--- src/rtl/rint_pkg.sv ---
package rint_pkg;

    localparam int unsigned ADDR_W     = 32;
    localparam int unsigned CODE_W     = 4;
    localparam int unsigned SLOT_SHIFT = 2;

    typedef logic [ADDR_W-1:0] addr_t;
    typedef logic [CODE_W-1:0] code_t;

    typedef struct packed {
        logic  valid;
        code_t code;
    } raise_req_t;

    typedef struct packed {
        logic  pulse;
        addr_t target;
    } redirect_t;

    function automatic addr_t slot_offset(input code_t c);
        addr_t wide;
        wide = addr_t'(c);
        return wide << SLOT_SHIFT;
    endfunction

endpackage

--- src/rtl/rint_master.sv ---
module rint_master
    import rint_pkg::*;
(
    input  logic       clk,
    input  logic       rst,
    input  logic       base_we,
    input  addr_t      base_data,
    input  raise_req_t req,
    input  logic       done_in,
    output logic       line,
    output code_t      line_code,
    output logic       code_err,
    output addr_t      base
);

    always_ff @(posedge clk) begin
        if (rst) begin
            line      <= 1'b0;
            line_code <= '0;
            code_err  <= 1'b0;
            base      <= '0;
        end else begin
            code_err <= 1'b0;
            if (base_we) begin
                base <= base_data;
            end
            if (line) begin
                if (done_in) begin
                    line <= 1'b0;
                end
                if (req.valid && (req.code != line_code)) begin
                    code_err <= 1'b1;
                end
            end else if (req.valid) begin
                line      <= 1'b1;
                line_code <= req.code;
            end
        end
    end

endmodule

--- src/rtl/rint_vector.sv ---
module rint_vector
    import rint_pkg::*;
(
    input  addr_t base,
    input  code_t code,
    output addr_t handler
);

    always_comb begin
        handler = base + slot_offset(code);
    end

endmodule

--- src/rtl/rint_slave.sv ---
module rint_slave
    import rint_pkg::*;
(
    input  logic      clk,
    input  logic      rst,
    input  logic      line,
    input  addr_t     handler,
    input  addr_t     cur_pc,
    input  logic      ret_in,
    output redirect_t redir,
    output logic      in_hdl,
    output addr_t     ret_pc,
    output logic      done
);

    logic prev_low;
    logic accept;
    logic leave;

    assign accept = line && prev_low && !in_hdl && !done;
    assign leave  = in_hdl && ret_in;

    always_ff @(posedge clk) begin
        if (rst) begin
            prev_low <= 1'b1;
            in_hdl   <= 1'b0;
            ret_pc   <= '0;
            done     <= 1'b0;
            redir    <= '0;
        end else begin
            prev_low    <= !line;
            redir.pulse <= 1'b0;
            if (accept) begin
                in_hdl       <= 1'b1;
                ret_pc       <= cur_pc;
                redir.pulse  <= 1'b1;
                redir.target <= handler;
            end else if (leave) begin
                in_hdl       <= 1'b0;
                done         <= 1'b1;
                redir.pulse  <= 1'b1;
                redir.target <= ret_pc;
            end
            if (done && !line) begin
                done <= 1'b0;
            end
        end
    end

endmodule

--- src/rtl/rint_unit.sv ---
module rint_unit
    import rint_pkg::*;
(
    input  logic              clk,
    input  logic              rst,
    input  logic              m_base_we,
    input  logic [ADDR_W-1:0] m_base_data,
    input  logic              m_raise,
    input  logic [CODE_W-1:0] m_code,
    output logic              m_code_err,
    output logic              ints,
    output logic [CODE_W-1:0] ints_code,
    input  logic [ADDR_W-1:0] s_pc,
    input  logic              s_ret,
    output logic              s_redirect,
    output logic [ADDR_W-1:0] s_target,
    output logic              s_in_handler,
    output logic [ADDR_W-1:0] s_ret_pc,
    output logic              serviced
);

    raise_req_t req;
    redirect_t  redir;
    addr_t      base;
    addr_t      handler;

    assign req.valid = m_raise;
    assign req.code  = m_code;

    rint_master u_master (
        .clk       (clk),
        .rst       (rst),
        .base_we   (m_base_we),
        .base_data (m_base_data),
        .req       (req),
        .done_in   (serviced),
        .line      (ints),
        .line_code (ints_code),
        .code_err  (m_code_err),
        .base      (base)
    );

    rint_vector u_vector (
        .base    (base),
        .code    (ints_code),
        .handler (handler)
    );

    rint_slave u_slave (
        .clk     (clk),
        .rst     (rst),
        .line    (ints),
        .handler (handler),
        .cur_pc  (s_pc),
        .ret_in  (s_ret),
        .redir   (redir),
        .in_hdl  (s_in_handler),
        .ret_pc  (s_ret_pc),
        .done    (serviced)
    );

    assign s_redirect = redir.pulse;
    assign s_target   = redir.target;

endmodule

--- config.mk ---
export PLATFORM = sky130hd
export DESIGN_NAME = rint_unit
export DESIGN_NICKNAME = d
export VERILOG_FILES = /design/src/rtl/rint_pkg.sv /design/src/rtl/rint_master.sv /design/src/rtl/rint_vector.sv /design/src/rtl/rint_slave.sv /design/src/rtl/rint_unit.sv
export SDC_FILE = /design/constraint.sdc
export NUM_CORES = 1
export LEC_CHECK = 0
export CORE_MARGIN = 2
export CORE_UTILIZATION = 35
export CTS_BUF_LIST = sky130_fd_sc_hd__clkbuf_8 sky130_fd_sc_hd__clkbuf_16
export DETAILED_ROUTE_END_ITERATION = 16
export DONT_BUFFER_PORTS = 1
export HOLD_SLACK_MARGIN = 0.03
export PLACE_DENSITY_LB_ADDON = 0.08
export SYNTH_ARGS = -nofsm -noshare
export SYNTH_HDL_FRONTEND = slang
export SYNTH_SLANG_ARGS = --single-unit
--- constraint.sdc ---
create_clock -name clk -period 3.52 [get_ports clk]
set_clock_uncertainty 0.1 [all_clocks]
set_input_delay 0.528 -clock clk [delete_from_list [all_inputs] [get_ports clk]]
set_output_delay 0.528 -clock clk [all_outputs]
set_load 0.01 [all_outputs]
==> summary.txt, run 1 <==
Worst hold path
  • Hold Crit Class: primary input to flop

Floorplan
  • Top Ports: 146
  • Starting density of the core: 0.356
  • Die H: 120 um
  • FP Rows: 42
  • Die area: roughly 14000 um^2
  • Die width: 120 um
  • Core box area: 13200 um^2

Global routing
  • GRT Residual Overflow: 0
  • Vias in the first global route: 3494
  • Largest net degree at the start of global routing: 110
  • Initial antenna violation count: 0
  • First-pass GRT wire length: 20400 um
  • Total GRT Usage: 0.183

Finish
  • Most frequent cells in the layout: dfxtp_1, nand2_1, a21oi_1, nor2_1, mux2i_1
  • Register Area: ~2100 um^2
  • Area Overhead vs Synth: 8.69%
  • Fill cells: between 1000 and 1500
  • Share of layout cells above drive strength 1: 0.0527
  • Area of the multi-input gates: 2390 um^2
  • Nets: a little over 600
  • N_diodes: 0
  • Commonest non-fill, non-tap cell in the layout: dfxtp_1

Routing
  • Detailed Route Iter0 Violations: 257
  • Post-detailed-route wirelength per cell: between 15 and 20 um
  • Routed vias/inst: around 5.3
  • Number of remaining DRC errors: 0
  • Via count: between 3000 and 4000
  • Total Wirelength: 13000 um
  • Pre-antenna DRT Iters: 4
  • Number of nets with antenna violations after detailed routing: 0

Yosys
  • Mean Syn Cell Area: 8.52 um^2
  • Post-synth EDFFs: 0
  • Post-synth ARST share: 0
  • Post-synthesis sequential area ratio: 0.452
  • Cell Area, Synth: 4690 um^2
  • Distinct cell type count after synthesis: 55
  • Top FF cell, synth: dfxtp_1
  • YS warnings: 0
  • Syn Nets: 629
  • Post-synthesis instance total: 551
  • FF+latch count, synth: 106

Clocking
  • Hold buffer count at CTS: 0
  • Post-CTS setup buffer count: 0
  • H-tree depth: 3
  • Root Buffer: clkbuf_16
  • Worst-Skew Late Latency: 0.35 ns
  • Reg clk slew, reported paths: 0.07 ns
  • TritonCTS clock tree: yes
  • Inserted Clock Buffers: 9
  • Sink Count: between 100 and 150
  • Clock tree buffer depth: 2
  • Resize count post-CTS: 0

STA
  • Max transition margin: 0.484
  • Tightest Pin Transition: 0.775 ns
  • Post-Route Setup TNS: 0 ns
  • FMAX: 0.385 GHz
  • Fin crit share: 0.738
  • Pins over their slew limit: 0
  • Final Setup Violations: 0
  • RSZ-0062 raised after global routing: no
  • Period minus WS final: 2.60 ns
  • Final Hold Vio Count: 0

Critical path
  • Slowest-stage cell, CP: dfxtp_1
  • Worst setup SP type: flop
  • Worst-path cell chain: ha_1, inv_1, fa_1, nand2b_1, a21oi_2, nand2_1, o31a_1, a221oi_1
  • Critical Path AT: between 2 and 3 ns
  • Worst Path Max Fanout: 10
  • Largest stage delay on the critical path: 0.44 ns
  • CP Capture Type: flop
  • CP Class: flop to flop
  • Crit-path leading delay family: compound AO/OA/AOI/OAI gates
  • CP required: 3.67 ns
  • Buf/Inv on CP: 1

Pwr
  • PD cells: 512 nW/um^2
  • VDD IR max: 0.000210 V
  • PnR Total Power: 2610 uW
  • Static Leak: roughly 0.0019 uW

Flow run
  • Max-cap violations: 0

Place
  • RD Place Congestion: 0.758
  • Input/output buffers: 0
  • DP HPWL: 9330 um

Run status
  • Status: complete, no violations
==> worst paths after layout <==
kind / start / end / slack (ns) / cells after the start
worst min register to register: u_slave.redir[2] / u_slave.redir[2] / 0.40 / 2
worst max-delay path: u_master.line_code[0] / u_slave.redir[18] / 0.92 / 8
worst min-delay path: rst / u_master.base[0] / 0.15 / 1
worst max register to register: u_master.line_code[0] / u_slave.redir[18] / 0.92 / 8
==> flip-flops by register name (all words and copies together), names as in the netlist <==
signal	cells
u_master.base	32
u_master.code_err	1
u_master.line	1
u_master.line_code	4
u_slave.done	1
u_slave.in_hdl	1
u_slave.prev_low	1
u_slave.redir	33
u_slave.ret_pc	32
==> worst reg2reg max path: cells and delay by family (launching register included) <==
kind,cells,cell delay [ns]
AOI/OAI and AO/OA,3,0.97
adders and majority gates,2,0.59
buffers and inverters,1,0.05
DFF,1,0.44
and+or+nand+nor,2,0.34
==> kinds of logic after synthesis <==
| logic type | count (synthesis) | synth area share |
|---|---|---|
| AO/OA/AOI/OAI | 113 | 0.149 |
| AND/OR/NAND/NOR | 223 | 0.230 |
| buffers and inverters | 48 | 0.0400 |
| XOR/XNOR | 21 | 0.0392 |
| multiplexers | 35 | 0.0747 |
| adder cells (fa/ha/maj) | 5 | 0.0149 |
| flip-flops | 106 | 0.452 |
==> per-layer routing <==
metal	GRT usage	up-vias	routed length (um)
met5	0	-	0
met4	0.0743	0	265
met3	0.0589	17	1070
met2	0.241	117	5180
met1	0.271	1762	6440
li1	-	1880	-
==> cell usage after synthesis (all sizes together) (2+ instances only) <==
master / n / area share
a211oi: 4 / 0.0064
nor2b: 3 / 0.0040
o31a: 2 / 0.0037
or4: 3 / 0.0048
buf: 8 / 0.0080
o2bb2ai: 2 / 0.0037
a31oi: 2 / 0.0027
and4: 3 / 0.0061
nor3: 4 / 0.0043
nand3: 21 / 0.023
nand4: 7 / 0.011
inv: 7 / 0.0056
xnor2: 11 / 0.021
nand2: 87 / 0.071
xor2: 10 / 0.019
nor4: 6 / 0.011
nand2b: 4 / 0.0053
a21oi: 65 / 0.070
a22oi: 9 / 0.014
a221oi: 5 / 0.0093
o22ai: 11 / 0.015
and3: 18 / 0.024
or3: 3 / 0.0040
ha: 4 / 0.011
dfxtp: 106 / 0.45
clkbuf: 33 / 0.026
mux2i: 35 / 0.075
o21ai: 4 / 0.0043
o211ai: 2 / 0.0032
nor2: 55 / 0.044
==> per-stage QoR <==
stage,instance area [um^2],util,setup WS (ns),instances,hold slack [ns]
after floorplan,4690,-,1.17,551,0.361
after global placement,4790,0.363,0.951,691,0.390
after detailed placement,4790,0.363,0.912,691,0.395
after CTS,5100,0.387,0.901,707,0.131
after global routing,5100,0.387,0.755,707,0.133
final,5100,0.387,0.923,707,0.146
==> report_power, final <==
group	internal, uW	switching [uW]
Clock	587	451
Sequential	1270	98.2
Combinational	87.3	119
Total	1940	668
==> area by class of cell <==
class / instances / share of cell area
inverter: 7 / 0.00515
timing repair buffer: 5 / 0.00736
sequential: 106 / 0.416
clock inverter: 5 / 0.0105
clock buffer: 11 / 0.0496
tap: 176 / 0.0432
multi-input combinational: 397 / 0.468
No activity file was read; power rests on OpenSTA's default activity.
==> run 2, diff against run 1 <==
clock period = 2.45 ns   (was 3.52 ns; I/O delays follow)
==> summary.txt, run 2 (same netlist as run 1, synthesis figures left out) <==
Clocking
  • H-tree depth: 3
  • Sink Count: 106
  • Inserted Clock Buffers: 9
  • Worst-Skew Late Latency: roughly 0.35 ns
  • Post-CTS setup buffer count: 0
  • Root Buffer: clkbuf_16
  • TritonCTS clock tree: yes
  • Reg clk slew, reported paths: 0.07 ns
  • Clock tree buffer depth: 2

STA
  • Final Hold Vio Count: 0
  • Final Setup Violations: 0
  • Tightest Pin Transition: 0.606 ns
  • Pins over their slew limit: 0
  • RSZ-0062 raised after global routing: no
  • Fin crit share: 0.917
  • Period minus WS final: 2.25 ns
  • Max transition margin: 0.595
  • Worst hold margin: ~0.047 ns
  • FMAX: about 0.44 GHz
  • Post-Route Setup TNS: 0 ns

Place
  • Input/output buffers: 0
  • RD Place Congestion: 0.768
  • DP Area: 4900 um^2
  • DP HPWL: 9540 um

Pwr
  • PD cells: between 700 and 800 nW/um^2
  • Static Leak: about 0.0020 uW
  • VDD IR max: about 0.00033 V

Finish
  • Area Overhead vs Synth: 11.6%
  • Share of layout cells above drive strength 1: 0.0769
  • N_diodes: 0
  • Most flops, register: u_slave.redir
  • Top flop regs: u_slave.redir x33, u_master.base x32, u_slave.ret_pc x32
  • Final instance area: 5240 um^2
  • Max reg flops: 33
  • Commonest non-fill, non-tap cell in the layout: dfxtp_1
  • Nets: 620
  • Most frequent cells in the layout: dfxtp_1, nand2_1, a21oi_1, nor2_1, mux2i_1
  • Final Util: 0.397

Global routing
  • GRT Residual Overflow: 0
  • Vias in the first global route: 3588
  • Largest net degree at the start of global routing: 90
  • Total GRT Usage: 0.188
  • First-pass GRT wire length: 20800 um
  • Initial antenna violation count: 0

Routing
  • Number of remaining DRC errors: 0
  • Total Wirelength: between 10000 and 15000 um
  • Number of nets with antenna violations after detailed routing: 0
  • Pre-antenna DRT Iters: 4
  • Routed vias/inst: 5.28
  • Via count: 3813
  • Detailed Route Iter0 Violations: 208
  • Post-detailed-route wirelength per cell: 18.4 um

Critical path
  • Worst-path cell chain: ha_1, inv_1, fa_1, nand2b_4, a21oi_4, nand2_1, o211a_1, or3_1
  • Slowest-stage cell, CP: fa_1
  • CP Capture Type: flop
  • Largest stage delay on the critical path: 0.40 ns
  • Worst Path Max Fanout: 6
  • CP required: around 2.6 ns
  • CP Class: flop to flop
  • Critical Path AT: 2.38 ns
  • Worst setup SP type: flop

Flow run
  • Max-cap violations: 0

Floorplan
  • Die area: 14300 um^2
  • Top Ports: 146
  • Die H: 120 um
  • Die width: around 120 um
  • Core box area: between 10000 and 15000 um^2
  • Starting density of the core: 0.356
  • FP Rows: 42

Run status
  • Status: complete, no violations

Worst hold path
  • Hold Crit Class: primary input to flop
==> run 2: changes by cell type in the layout (fill, tap and decap cells not counted), sizes merged <==
cell / change
buf: +14
dlygate4sd3: +2
clkinv: +2
bufinv: -1
clkinvlp: -2
==> run 2: power by group <==
group	switching, uW	leakage (uW)	internal, uW
Clock	625	0.000142	731
Sequential	134	0.000867	1820
Combinational	210	0.000982	150
Total	969	0.00199	2700
==> run 2: routing by layer <==
metal | global-route usage | part of all wire | vias to the layer above | wire [um]
met4 | 0.0699 | 0.018 | 0 | 244
met5 | 0 | 0 | - | 0
met1 | 0.268 | 0.50 | 1787 | 6680
met3 | 0.0504 | 0.063 | 14 | 839
li1 | - | - | 1912 | -
met2 | 0.270 | 0.42 | 100 | 5530
==> run 2: cell type report <==
class,instances,area (um^2)
clock inverters,4,18.8
flip-flops and latches,106,2120
clock buffers,11,253
multi-input cells,397,2400
inverters,7,26.3
repair buffers,21,195
well taps,176,220
fillers,1334,7950
==> run 2: final timing paths <==
path / end / slack, ns / cells past startpoint / from
min reg2reg: u_master.base[4] / 0.40 / 2 / u_master.base[4]
max: u_slave.redir[24] / 0.20 / 8 / u_master.line_code[0]
max reg2reg: u_slave.redir[24] / 0.20 / 8 / u_master.line_code[0]
min: u_slave.redir[26] / 0.05 / 1 / rst
==> run 2: repair_timing <==
item,in CTS,in global routing
resized for setup,0,3
hold buffers,3,0
hold endpoints to repair,89,0
endpoints found under the setup margin,0,7
==> run 2: through the flow <==
step	total power, uW	setup WS (ns)	cells
after global placement	2310	0.160	704
after floorplan	2230	0.0991	551
after global routing	3840	0.0627	722
final	3670	0.202	722
after CTS	3720	0.0719	722
after detailed placement	2320	0.0815	704
==> run 2: critical path, delay by kind of cell (launching register included) <==
kind	cells	cell delay, ns
and+or+nand+nor	3	0.61
adders and majority gates	2	0.58
AOI/OAI and AO/OA	2	0.46
DFF	1	0.33
buffers and inverters	1	0.06
==> run 3, diff against run 2 <==
CELL_PAD_IN_SITES_DETAIL_PLACEMENT = 1   (was unset)
CELL_PAD_IN_SITES_GLOBAL_PLACEMENT = 2   (was unset)
==> summary.txt, run 3 (same netlist as run 1, synthesis figures left out) <==
Finish
  • Top flop regs: u_slave.redir x33, u_master.base x32, u_slave.ret_pc x32
  • Share of layout cells above drive strength 1: 0.0827
  • Max reg flops: 33
  • N_diodes: 0
  • Register Area: 2120 um^2
  • Most flops, register: u_slave.redir
  • Final Util: 0.406
  • Finished Layout Cells: 732
  • Area of the multi-input gates: 2410 um^2
  • Nets: 629
  • Most frequent cells in the layout: dfxtp_1, nand2_1, a21oi_1, nor2_1, mux2i_1
  • Fill cells: 1572
  • Commonest non-fill, non-tap cell in the layout: dfxtp_1
  • Area Overhead vs Synth: 14.2%

Pwr
  • PD cells: slightly above 700 nW/um^2
  • Clock power share: 0.397
  • VDD IR max: 0.000380 V
  • Switching share of power: 0.270
  • Static Leak: 0.00204 uW
  • P_int: 2830 uW
  • Sequential share of power: 0.505
  • Share of total power in combinational logic: 0.097
  • NetSw: ~1000 uW

Floorplan
  • Top Ports: 146
  • Starting density of the core: 0.356
  • Die area: 14300 um^2
  • Die width: around 120 um
  • FP Rows: 42
  • Core box area: approximately 13000 um^2
  • Die H: 120 um

Critical path
  • CP Capture Type: flop
  • Largest stage delay on the critical path: 0.41 ns
  • Critical Path AT: 2.42 ns
  • Slowest-stage cell, CP: fa_1
  • Worst reg2reg setup slack: ~0.17 ns
  • End of the critical path: u_slave.redir[24]
  • CP Class: flop to flop
  • Worst-path cell chain: ha_1, inv_1, fa_1, nand2b_4, a21oi_4, nand2_1, o211a_1, or3_1
  • Critical R2R Launch: u_master.line_code[0]
  • CP Depth: 8
  • R2r worst-path depth: 8
  • CP required: 2.59 ns
  • Worst setup SP type: flop
  • Worst Path Max Fanout: 7
  • Critical R2R Capture: u_slave.redir[24]
  • Buf/Inv on CP: 1
  • Crit-path leading delay family: simple AND/OR/NAND/NOR gates
  • CP startpoint: u_master.line_code[0]

STA
  • Worst hold margin: 0.0422 ns
  • RSZ-0062 raised after global routing: no
  • FMAX: roughly 0.44 GHz
  • Final Hold Vio Count: 0
  • Period minus WS final: 2.28 ns
  • PnR worst setup slack: ~0.17 ns
  • Final Setup Violations: 0
  • Fin crit share: 0.932
  • Max transition margin: 0.476
  • Tightest Pin Transition: roughly 0.78 ns
  • Pins over their slew limit: 0
  • Post-Route Setup TNS: 0 ns

Global routing
  • First-pass GRT wire length: 22900 um
  • GRT Residual Overflow: 0
  • Largest net degree at the start of global routing: 98
  • Initial antenna violation count: 0
  • Vias in the first global route: 3927
  • Total GRT Usage: 0.207

Clocking
  • Reg clk slew, reported paths: ~0.07 ns
  • Clock tree buffer depth: 2
  • TritonCTS clock tree: yes
  • Sink Count: 106
  • Root Buffer: clkbuf_16
  • Inserted Clock Buffers: 9
  • H-tree depth: 3
  • Worst-Skew Late Latency: 0.36 ns

Routing
  • Detailed Route Iter0 Violations: between 150 and 200
  • Total Wirelength: 14700 um
  • Number of remaining DRC errors: 0
  • Number of nets with antenna violations after detailed routing: 0
  • Via count: 3945
  • Routed vias/inst: 5.39
  • Post-detailed-route wirelength per cell: 20.1 um
  • Pre-antenna DRT Iters: 4

Worst hold path
  • Hold Crit Class: primary input to flop

Run status
  • Status: complete, no violations

Place
  • DP Worst Slack: between 0.04 and 0.05 ns
  • Input/output buffers: 0
  • Cell total after placement: approximately 700
  • RD Place Congestion: 0.832
  • DP HPWL: 10600 um

Flow run
  • Max-cap violations: 0
==> run 3: layout make-up <==
cell class / count / share of cell area
Multi-Input combinational cell: 397 / 0.449
Sequential cell: 106 / 0.396
Timing Repair Buffer: 30 / 0.0504
Clock buffer: 11 / 0.0472
Tap cell: 176 / 0.0411
Clock inverter: 5 / 0.0112
Inverter: 7 / 0.00490
==> run 3: power groups by stage <==
stage,Clock [uW],Sequential (uW),Combinational [uW]
global placement,0,2000,325
detailed placement,0,2000,335
finish,1540,1960,377
floorplan,0,1960,276
global route,1660,1970,427
CTS,1580,1960,381
==> run 3: how the worst min path moves through the flow <==
stage,cells past startpoint,from,to,slack [ns]
global route,2,s_pc[2],u_slave.ret_pc[2],0.03
detailed placement,1,rst,u_slave.ret_pc[3],0.35
global placement,1,rst,u_slave.ret_pc[0],0.35
CTS,2,s_pc[7],u_slave.ret_pc[7],0.03
finish,2,s_pc[9],u_slave.ret_pc[9],0.04
floorplan,2,u_master.base[0],u_master.base[0],0.36
==> run 3: worst register-to-register path: cells and delay by family (launching register included) <==
kind            cells  cell delay, ns
simple gates        3            0.63
flops               1            0.34
buf+inv             1            0.06
compound gates      2            0.47
fa+ha+maj           2            0.58
==> run 3: stage by stage <==
step,area [um^2],total power (uW)
after floorplan,4690,2230
after global placement,4890,2320
after detailed placement,4890,2340
after CTS,5330,3930
after global routing,5360,4060
final,5360,3880
==> run 3: layer usage <==
layer,GRT usage,share of wire
met1,0.289,0.49
met2,0.299,0.43
met3,0.0756,0.065
met4,0.0581,0.016
met5,0,0
==> run 3: timing repair <==
item                                    CTS  global route
gates resized for setup                   0             4
buffers inserted                          0             1
endpoints found under the setup margin    0             9
hold buffers                             11             0
hold endpoints to repair                 97             0
